## src/rtl/i2c_rb_pkg.sv

```systemverilog
package i2c_rb_pkg;

   typedef enum logic [3:0] {
      ST_IDLE,
      ST_DEVADR,
      ST_DEVACK,
      ST_REGADR,
      ST_REGACK,
      ST_WRBYTE,
      ST_WRACK,
      ST_RDBYTE,
      ST_RDACK,
      ST_IGNORE
   } rb_state_e;

   localparam int unsigned RB_DW = 8;

endpackage

```

## src/rtl/i2c_rb_sync.sv

```systemverilog
module i2c_rb_sync #(
   parameter int STAGES = 2
) (
   input  logic clk,
   input  logic rst_n,
   input  logic d_i,
   output logic q_o,
   output logic rise_o,
   output logic fall_o
);
   logic [STAGES-1:0] chain_q;
   logic              prev_q;

   generate
      if (STAGES == 1) begin : g_single
         always_ff @(posedge clk or negedge rst_n) begin
            if (!rst_n) chain_q <= 1'b1;
            else        chain_q <= d_i;
         end
      end else begin : g_multi
         always_ff @(posedge clk or negedge rst_n) begin
            if (!rst_n) chain_q <= '1;
            else        chain_q <= {chain_q[STAGES-2:0], d_i};
         end
      end
   endgenerate

   always_ff @(posedge clk or negedge rst_n) begin
      if (!rst_n) prev_q <= 1'b1;
      else        prev_q <= chain_q[STAGES-1];
   end

   assign q_o    = chain_q[STAGES-1];
   assign rise_o = chain_q[STAGES-1] & ~prev_q;
   assign fall_o = ~chain_q[STAGES-1] & prev_q;
endmodule

```

## src/rtl/i2c_rb_regs.sv

```systemverilog
module i2c_rb_regs #(
   parameter int NUM_REGS = 37,
   parameter int AW       = 6,
   parameter int DW       = 8
) (
   input  logic          clk,
   input  logic          rst_n,
   input  logic          bus_we,
   input  logic [AW-1:0] bus_addr,
   input  logic [DW-1:0] bus_wdata,
   output logic [DW-1:0] bus_rdata,
   input  logic          host_we,
   input  logic [AW-1:0] host_addr,
   input  logic [DW-1:0] host_wdata,
   output logic [DW-1:0] host_rdata
);
   localparam int FLAT_W = NUM_REGS * DW;

   logic [FLAT_W-1:0] flat;

   generate
      for (genvar g = 0; g < NUM_REGS; g++) begin : g_reg
         logic [DW-1:0] val_q;
         always_ff @(posedge clk or negedge rst_n) begin
            if (!rst_n)
               val_q <= '0;
            else if (bus_we && bus_addr == AW'(g))
               val_q <= bus_wdata;
            else if (host_we && host_addr == AW'(g))
               val_q <= host_wdata;
         end
         assign flat[g*DW +: DW] = val_q;
      end
   endgenerate

   always_comb begin
      bus_rdata  = '0;
      host_rdata = '0;
      for (int i = 0; i < NUM_REGS; i++) begin
         if (bus_addr == AW'(i))  bus_rdata  = flat[i*DW +: DW];
         if (host_addr == AW'(i)) host_rdata = flat[i*DW +: DW];
      end
   end
endmodule

```

## src/rtl/i2c_rb_engine.sv

```systemverilog
module i2c_rb_engine
   import i2c_rb_pkg::*;
#(
   parameter logic [6:0] DEV_ADDR = 7'h1A,
   parameter int         AW       = 6,
   parameter int         NUM_REGS = 37
) (
   input  logic          clk,
   input  logic          rst_n,
   input  logic          scl_q,
   input  logic          scl_rise,
   input  logic          scl_fall,
   input  logic          sda_q,
   input  logic          sda_rise,
   input  logic          sda_fall,
   input  logic [7:0]    rd_data,
   output logic          sda_oe,
   output logic [AW-1:0] ptr_o,
   output logic          wr_stb,
   output logic [7:0]    wr_data,
   output logic          ptr_adv,
   output logic          ptr_load,
   output logic          quiet
);
   localparam logic [AW-1:0] LAST = AW'(NUM_REGS - 1);

   rb_state_e     state_q;
   logic [3:0]    cnt_q;
   logic [7:0]    rx_q;
   logic [7:0]    tx_q;
   logic          rw_q;
   logic          mack_q;
   logic [AW-1:0] ptr_q;

   logic ev_start, ev_stop, byte_full, load_rd;

   function automatic logic [AW-1:0] step_ptr(input logic [AW-1:0] p);
      return (p == LAST) ? '0 : p + AW'(1);
   endfunction

   assign ev_start  = scl_q & sda_fall;
   assign ev_stop   = scl_q & sda_rise;
   assign byte_full = (cnt_q == 4'd8);

   assign wr_stb   = scl_fall && state_q == ST_WRBYTE && byte_full;
   assign ptr_load = scl_fall && state_q == ST_REGADR && byte_full;
   assign load_rd  = scl_fall && ((state_q == ST_DEVACK && rw_q) ||
                                  (state_q == ST_RDACK && mack_q));
   assign ptr_adv  = wr_stb | load_rd;
   assign wr_data  = rx_q;
   assign ptr_o    = ptr_q;
   assign quiet    = (state_q == ST_IDLE) || (state_q == ST_IGNORE);

   always_ff @(posedge clk or negedge rst_n) begin
      if (!rst_n) begin
         state_q <= ST_IDLE;
         cnt_q   <= '0;
         rx_q    <= '0;
         tx_q    <= '0;
         rw_q    <= 1'b0;
         mack_q  <= 1'b0;
         ptr_q   <= '0;
         sda_oe  <= 1'b0;
      end else if (ev_start) begin
         state_q <= ST_DEVADR;
         cnt_q   <= '0;
         sda_oe  <= 1'b0;
      end else if (ev_stop) begin
         state_q <= ST_IDLE;
         cnt_q   <= '0;
         sda_oe  <= 1'b0;
      end else if (scl_rise) begin
         case (state_q)
            ST_DEVADR, ST_REGADR, ST_WRBYTE: begin
               if (!byte_full) begin
                  rx_q  <= {rx_q[6:0], sda_q};
                  cnt_q <= cnt_q + 4'd1;
               end
            end
            ST_RDBYTE: if (!byte_full) cnt_q <= cnt_q + 4'd1;
            ST_RDACK:  mack_q <= ~sda_q;
            default: ;
         endcase
      end else if (scl_fall) begin
         case (state_q)
            ST_DEVADR: begin
               if (byte_full) begin
                  if (rx_q[7:1] == DEV_ADDR) begin
                     rw_q    <= rx_q[0];
                     sda_oe  <= 1'b1;
                     state_q <= ST_DEVACK;
                  end else begin
                     state_q <= ST_IGNORE;
                  end
               end
            end
            ST_DEVACK: begin
               cnt_q <= '0;
               if (rw_q) begin
                  tx_q    <= rd_data;
                  sda_oe  <= ~rd_data[7];
                  ptr_q   <= step_ptr(ptr_q);
                  state_q <= ST_RDBYTE;
               end else begin
                  sda_oe  <= 1'b0;
                  state_q <= ST_REGADR;
               end
            end
            ST_REGADR: begin
               if (byte_full) begin
                  ptr_q   <= rx_q[AW-1:0];
                  sda_oe  <= 1'b1;
                  state_q <= ST_REGACK;
               end
            end
            ST_REGACK, ST_WRACK: begin
               sda_oe  <= 1'b0;
               cnt_q   <= '0;
               state_q <= ST_WRBYTE;
            end
            ST_WRBYTE: begin
               if (byte_full) begin
                  sda_oe  <= 1'b1;
                  ptr_q   <= step_ptr(ptr_q);
                  state_q <= ST_WRACK;
               end
            end
            ST_RDBYTE: begin
               if (byte_full) begin
                  sda_oe  <= 1'b0;
                  state_q <= ST_RDACK;
               end else begin
                  tx_q   <= {tx_q[6:0], 1'b0};
                  sda_oe <= ~tx_q[6];
               end
            end
            ST_RDACK: begin
               cnt_q <= '0;
               if (mack_q) begin
                  tx_q    <= rd_data;
                  sda_oe  <= ~rd_data[7];
                  ptr_q   <= step_ptr(ptr_q);
                  state_q <= ST_RDBYTE;
               end else begin
                  state_q <= ST_IGNORE;
               end
            end
            default: ;
         endcase
      end
   end
endmodule

```

## src/rtl/i2c_regbank_target.sv

```systemverilog
module i2c_regbank_target #(
   parameter logic [6:0] DEV_ADDR    = 7'h1A,
   parameter int         NUM_REGS    = 37,
   parameter int         PTR_W       = 6,
   parameter int         SYNC_STAGES = 2
) (
   input  logic             clk,
   input  logic             rst_n,
   input  logic             scl_i,
   input  logic             sda_i,
   output logic             sda_oe,
   input  logic             host_we,
   input  logic [PTR_W-1:0] host_addr,
   input  logic [7:0]       host_wdata,
   output logic [7:0]       host_rdata
);
   localparam int DW = i2c_rb_pkg::RB_DW;

   generate
      if (NUM_REGS < 2 || NUM_REGS > (1 << PTR_W)) begin : g_bad_depth
         $error("NUM_REGS must lie between 2 and 2**PTR_W");
      end
      if (PTR_W < 1 || PTR_W > 8) begin : g_bad_ptr
         $error("PTR_W must lie between 1 and 8");
      end
      if (SYNC_STAGES < 1) begin : g_bad_sync
         $error("SYNC_STAGES must be at least 1");
      end
   endgenerate

   logic             scl_q, scl_rise, scl_fall;
   logic             sda_q, sda_rise, sda_fall;
   logic [DW-1:0]    bus_rdata, bus_wdata;
   logic [PTR_W-1:0] bus_ptr;
   logic             bus_we, ptr_adv, ptr_load, eng_quiet;

   i2c_rb_sync #(.STAGES(SYNC_STAGES)) i_scl_sync (
      .clk(clk), .rst_n(rst_n), .d_i(scl_i),
      .q_o(scl_q), .rise_o(scl_rise), .fall_o(scl_fall)
   );

   i2c_rb_sync #(.STAGES(SYNC_STAGES)) i_sda_sync (
      .clk(clk), .rst_n(rst_n), .d_i(sda_i),
      .q_o(sda_q), .rise_o(sda_rise), .fall_o(sda_fall)
   );

   i2c_rb_engine #(.DEV_ADDR(DEV_ADDR), .AW(PTR_W), .NUM_REGS(NUM_REGS)) i_engine (
      .clk(clk), .rst_n(rst_n),
      .scl_q(scl_q), .scl_rise(scl_rise), .scl_fall(scl_fall),
      .sda_q(sda_q), .sda_rise(sda_rise), .sda_fall(sda_fall),
      .rd_data(bus_rdata), .sda_oe(sda_oe), .ptr_o(bus_ptr),
      .wr_stb(bus_we), .wr_data(bus_wdata),
      .ptr_adv(ptr_adv), .ptr_load(ptr_load), .quiet(eng_quiet)
   );

   i2c_rb_regs #(.NUM_REGS(NUM_REGS), .AW(PTR_W), .DW(DW)) i_regs (
      .clk(clk), .rst_n(rst_n),
      .bus_we(bus_we), .bus_addr(bus_ptr), .bus_wdata(bus_wdata), .bus_rdata(bus_rdata),
      .host_we(host_we), .host_addr(host_addr), .host_wdata(host_wdata),
      .host_rdata(host_rdata)
   );
endmodule

```

## config.mk

```make
export PLATFORM = sky130hd
export DESIGN_NAME = i2c_regbank_target
export DESIGN_NICKNAME = d
export VERILOG_FILES = /design/src/rtl/i2c_rb_pkg.sv /design/src/rtl/i2c_rb_sync.sv /design/src/rtl/i2c_rb_regs.sv /design/src/rtl/i2c_rb_engine.sv /design/src/rtl/i2c_regbank_target.sv
export SDC_FILE = /design/constraint.sdc
export NUM_CORES = 1
export LEC_CHECK = 0
export CAP_MARGIN = 20
export CORE_MARGIN = 5
export CORE_UTILIZATION = 40
export CTS_BUF_LIST = sky130_fd_sc_hd__clkbuf_8
export DETAILED_ROUTE_END_ITERATION = 10
export RECOVER_POWER = 50
export SETUP_SLACK_MARGIN = 0.15
export SKIP_LAST_GASP = 1
export SYNTH_ARGS = -nofsm -noshare
export SYNTH_HDL_FRONTEND = slang
export SYNTH_SLANG_ARGS = --single-unit
```

## constraint.sdc

```tcl
create_clock -name clk -period 4.45 [get_ports clk]
set_input_delay 0.6675 -clock clk [delete_from_list [all_inputs] [get_ports clk]]
set_output_delay 0.6675 -clock clk [all_outputs]
set_load 0.02 [all_outputs]
```

Word-level counts from Yosys, hierarchy flattened
Index checks and enable logic that the tools add are counted.
{"block": "op_classes", "addsub": 2, "n_eq_ne": 97, "muxes": 188, "n_bitwise": 16, "reduce_logical": 135}
{"cell": "$mux 8", "n": 148}
{"cell": "$eq 6x5->1 const B", "n": 32}
{"cell": "$eq 6x4->1 const B", "n": 16}
{"cell": "$logic_and 1x1->1", "n": 76}
{"cell": "$reduce_bool 2->1", "n": 37}
{"cell": "$mux 4", "n": 17}
{"cell": "$eq 6x6->1 const B", "n": 10}
{"cell": "$eq 6x3->1 const B", "n": 8}
{"cell": "$mux 6", "n": 5}
{"cell": "$ne 4x1->1 const B", "n": 7}
{"cell": "$pmux 4 s7", "n": 1}
{"cell": "$eq 6x2->1 const B", "n": 4}
{"cell": "$pmux 6 s4", "n": 1}
{"cell": "$mux 7", "n": 3}
{"cell": "$pmux 7 s3", "n": 1}
{"cell": "$reduce_and 7->1", "n": 3}
{"cell": "$eq 4x3->1 const B", "n": 4}
{"cell": "$eq 6x1->1 const B", "n": 2}
{"cell": "$logic_not 6->1", "n": 2}
{"cell": "$reduce_bool 4->1", "n": 3}
{"cell": "$mux 1", "n": 10}
{"cell": "$not 1->1", "n": 10}
{"cell": "$reduce_and 9->1", "n": 1}
{"cell": "$reduce_bool 9->1", "n": 1}
{"cell": "21 further kinds", "n": 36}
{"block": "word_totals", "regBits": 334}

Longest topological paths before layout
{"block": "logic_depth", "depth_word": 45, "mapped_depth": 12, "ltp_nobuf": 10}

Hierarchy
From an unflattened synthesis, not the netlist that was laid out.
{"block": "hier_totals", "cells_unflattened": 2730, "hier_area_um2": 23037.1}
{"module": "i2c_rb_regs", "instances": 1, "cells_each": 2507, "area_each_um2": 20880.0, "seq_area_each_um2": 7407.1}
{"module": "i2c_rb_engine", "instances": 1, "cells_each": 213, "area_each_um2": 1969.4, "seq_area_each_um2": 800.8}
{"module": "i2c_rb_sync", "instances": 2, "cells_each": 5, "area_each_um2": 93.8, "seq_area_each_um2": 78.8}

Least setup slack after synthesis
No wires, ideal clock.
{"block": "synth_path", "kind": "in2out", "start": "input port host_addr[3]", "end": "output port host_rdata[7]", "arrival_ns": 2.647, "t_required_ns": 3.783, "slack_ns": 1.135, "cell_stages": 10, "n_path_buf": 2, "cell_sequence": "buf_2 -> or4b_1 -> buf_2 -> nor2_1 -> a31oi_1 -> o21ai_0 -> o22ai_1 -> a21oi_1 -> nor3_1 -> a211oi_1"}
{"block": "synth_between", "elab_chain_len": 38}
{"item": "start, declared", "line": "i2c_regbank_target.sv:13", "rtl": "input logic [PTR_W-1:0] host_addr,"}
{"item": "$logic_not 6->1", "line": "i2c_rb_regs.sv:41", "rtl": "if (host_addr == AW'(i)) host_rdata = flat[i*DW +: DW];"}
{"item": "$mux 8 (36 in a row)", "line": "i2c_rb_regs.sv:41"}
{"item": "$mux 8 (*)", "line": "i2c_rb_regs.sv:41"}
{"item": "end, declared", "line": "i2c_regbank_target.sv:15", "rtl": "output logic [7:0] host_rdata"}
Mark *: on every way between the ends. The rest lies on a longest branch, timed or not.

Worst setup path in the final report
{"block": "layout_path", "start": "input port host_addr[3]", "end": "output port host_rdata[1]"}
Same word-level chain as after synthesis.

==> Implementation_results.wiki <==
{| class="wikitable"
! Metric !! Value
|-
| Worst slew margin relative to its limit || -0.710
|-
| Crit-path cells || clkdlybuf4s50_1, buf_4, or3b_1, nor2_1, buf_4, buf_4, o221ai_1, nand3_1, o211ai_1, a21oi_1, o2bb2ai_1, a21oi_1, dlygate4sd2_1
|-
| Wirelength, routed || 109000 um
|-
| Flip-flop cell with the highest count after synthesis || sky130_fd_sc_hd__dfrtp_1
|-
| Data arrival time at the worst-slack endpoint || 3540 ps
|-
| Number of rows in the core area || 88
|-
| Area occupied by registers || 0.00838 mm^2
|-
| Post-route minimum period || 4200 ps
|-
| Clock transition time at the flip-flop clock pins of the worst setup and hold paths || 60 ps
|-
| Category of the critical setup timing path || in -> out
|-
| Final global-route overflow total || 0
|-
| Required time of the critical path || 3780 ps
|-
| Antenna Nets Post-Route || 0
|-
| Share of final-layout standard cells stronger than drive strength 1 || 0.144
|-
| Total area of multi-input combinational cells || 0.0137 mm^2
|-
| Unrepaired setup endpoints after global routing || yes
|-
| Depth of the most critical reg-to-reg path || 9
|-
| Maximum clock frequency || 0.238 GHz
|-
| Wire length on met3 || 9220 um
|-
| Number of global-route vias before repair || 22204
|-
| Placed cell count || 3487
|-
| Flops & latches, synth || 334
|-
| Result of the run || complete, but fails checks
|-
| Number of violations of the max-capacitance limit || 1
|-
| Root buf cell || sky130_fd_sc_hd__clkbuf_8
|-
| Pin count of the biggest net entering global routing || 95
|-
| Total track usage || 0.335
|-
| Synth-to-layout area growth || 13.0%
|-
| Final worst-path setup slack || 246 ps
|-
| Most common cell on crit path || sky130_fd_sc_hd__buf_4
|-
| Pre-Repair DR Iteration Count || 6
|-
| Netlist area before placement || 0.0231 mm^2
|-
| Warning count from the yosys run || 0
|-
| Power, Total || 8.94 mW
|-
| Worst setup SP type || primary input
|-
| FF-to-FF Start || i_engine.ptr_o[1]
|-
| Number of buffers between clock root and the deepest sink || 3
|-
| Hold Path Class || reg -> reg
|-
| Critical Path Sink Type || primary output
|-
| Sequential cell area fraction in the yosys report || 0.362
|-
| Hold Worst Slack || 357 ps
|-
| Share of async-settable or async-resettable flops after synthesis || 1.00
|-
| Detailed-route via count || 23372
|-
| Initial cell density of the core || 0.402
|-
| Average wire per standard cell || 30.4 um
|-
| Register-to-register setup slack || 530 ps
|-
| Commonest non-fill, non-tap cell in the layout || sky130_fd_sc_hd__nor2_1
|-
| Violated checks || capacitance limit, slew limit
|-
| Final HPWL DP || 77700 um
|-
| Clk Latency, worst-skew pair || 730 ps
|-
| Diode insertion count for antenna repair || 0
|-
| Chip width || 250 um
|-
| Fraction of the core area covered by cells at the end of the flow || 0.454
|-
| Number of setup buffers added after CTS || 0
|-
| Iteration-0 DRC Markers || 3005
|-
| Final clock skew || 59.0 ps
|-
| Max IR drop VDD || 0.000293 V
|-
| Highest metal layer with signal wires || met5
|-
| Fill cell total of the finished layout || 5708
|-
| Per-instance average area after synthesis || 8.36 um^2
|-
| Gate count after technology mapping || 2761
|-
| First-pass GRT wire length || 158000 um
|-
| M1 wire length || 46300 um
|-
| Height of the die || 250 um
|-
| Clock sink count || 334
|-
| Remaining design rule violation count || 0
|-
| Clock tree from TritonCTS || yes
|-
| Period utilization || 0.945
|-
| Static leakage || 10.6 nW
|-
| End of the worst register-to-register path || i_engine.tx_q[5]
|-
| Highest-count cells in the layout ignoring fill and taps || sky130_fd_sc_hd__nor2_1 (465), sky130_fd_sc_hd__a21oi_1 (441), sky130_fd_sc_hd__mux2i_1 (325)
|-
| Die footprint || 0.0626 mm^2
|-
| Biggest fanout along the worst timing path || 7
|-
| Max H-tree Level || 2
|-
| Total power per unit cell area || 343 mW/mm^2
|-
| CP bufs+invs || 5
|-
| I/O pins || 28
|-
| Count of input and output buffers || 27
|-
| Final setup violation count || 0
|-
| Core region area || 0.0575 mm^2
|-
| Slowest-stage cell, CP || sky130_fd_sc_hd__clkdlybuf4s50_1
|-
| Pre-CTS worst setup slack || -240 ps
|-
| End point of the most critical hold path || i_scl_sync.chain_q[1]
|-
| Stage delay of the slowest cell on the critical path || 470 ps
|-
| Layout Cells excl Fill || 3603
|-
| Max-slew violation count || 93
|-
| Antenna violations before repair || 2
|-
| Routability Congestion || 1.07
|-
| Final hold vios || 0
|-
| Slew at the pin with the worst max-slew slack || 2570 ps
|-
| Met2 layer wire length in the routed design || 49100 um
|-
| Via/cell ratio || 6.49
|-
| Number of CTS-inserted buffers || 61
|-
| Startpoint of the tightest hold check path || i_scl_sync.chain_q[0]
|-
| Number of different library cells in the post-synthesis netlist || 102
|-
| NumNets Final || 2813
|-
| Syn nets || 2788
|-
| Critical path's top delay family || buffers and inverters
|-
| Worst Hold Depth || 0
|-
| Number of flops mapped to enable cells by yosys || 0
|}
[layer usage]
layer | global-route usage | vias up
met5 | 0 | -
li1 | - | 10162
met3 | 0.0580 | 273
met1 | 0.468 | 11581
met2 | 0.523 | 1352
met4 | 0.125 | 4
[final cells by class]
type | instances | share of cell area
clock inverters | 33 | 0.0124
flip-flops and latches | 334 | 0.321
inverters | 23 | 0.00331
repair buffers | 188 | 0.0575
well taps | 765 | 0.0367
multi-input cells | 2178 | 0.526
clock buffers | 82 | 0.0433
[through the flow]
stage / cell area, um^2 / TNS (ps)
6_report: 26100 / 0
5_1_grt: 26100 / 0
4_1_cts: 26100 / 0
3_5_place_dp: 24600 / -784
3_3_place_gp: 24600 / -565
2_1_floorplan: 23100 / 0
[Yosys cell counts (all sizes together) (9+ instances only)]
cell type / n / share of area
a211oi: 19 / 0.0062
a21o: 9 / 0.0029
a21oi: 442 / 0.096
a221o: 12 / 0.0052
a221oi: 37 / 0.015
a22oi: 23 / 0.0075
a31oi: 20 / 0.0054
and3: 11 / 0.0030
buf: 83 / 0.020
clkbuf: 143 / 0.023
dfrtp: 328 / 0.36
inv: 23 / 0.0037
mux2: 22 / 0.011
mux2i: 325 / 0.14
mux4: 16 / 0.016
nand2: 195 / 0.032
nand2b: 10 / 0.0030
nand3: 47 / 0.010
nor2: 502 / 0.087
nor2b: 15 / 0.0041
nor3: 46 / 0.011
nor4: 12 / 0.0044
o2111ai: 11 / 0.0042
o211ai: 24 / 0.0078
o21ai: 135 / 0.029
o221ai: 21 / 0.0080
o22ai: 57 / 0.015
or3: 10 / 0.0027
[sequential cells by signal (all words and copies together) (netlist names), 2 cells and up]
name	count
i_regs.g.val_q	296
i_engine.ptr_o	6
i_engine.wr_data	8
i_engine.tx_q	7
i_scl_sync.chain_q	2
i_engine.state_q	4
i_sda_sync.chain_q	2
i_engine.cnt_q	4
[cells by family (layout without fill, tap and decap cells)]
kind of cell / count (synthesis) / in the layout / synth area share
AND/OR/NAND/NOR: 913 / 913 / 0.184
AO/OA/AOI/OAI: 890 / 890 / 0.234
XOR/XNOR: 4 / 4 / 0.00152
buffers and inverters: 249 / 326 / 0.0468
flip-flops: 334 / 334 / 0.362
adder cells (fa/ha/maj): 8 / 8 / 0.00434
multiplexers: 363 / 363 / 0.167
[worst max path at each step]
stage                     slack (ps)            end  cells after the start         start
after floorplan                 1140  host_rdata[7]                     10  host_addr[3]
after global placement          -180  host_rdata[7]                     12  host_addr[3]
after detailed placement        -240  host_rdata[2]                     12  host_addr[2]
after CTS                         60  host_rdata[2]                     12  host_addr[2]
after global routing              80  host_rdata[2]                     13  host_addr[3]
final                            250  host_rdata[1]                     13  host_addr[3]
[power breakdown]
part / total (mW) / internal [mW] / switching (mW)
combinational: 1.56 / 0.541 / 1.02
sequential: 3.95 / 3.41 / 0.539
clock: 3.44 / 2.00 / 1.43
total: 8.94 / 5.95 / 2.99
[repair_timing]
item	4_1_cts	5_1_grt
hold endpoints to repair	35	0
hold buffers	1	0
pin swaps	0	1
endpoints found under the setup margin	8	7
cloned	0	0
resized for setup	15	16
Power figures use the tool's default switching activity.
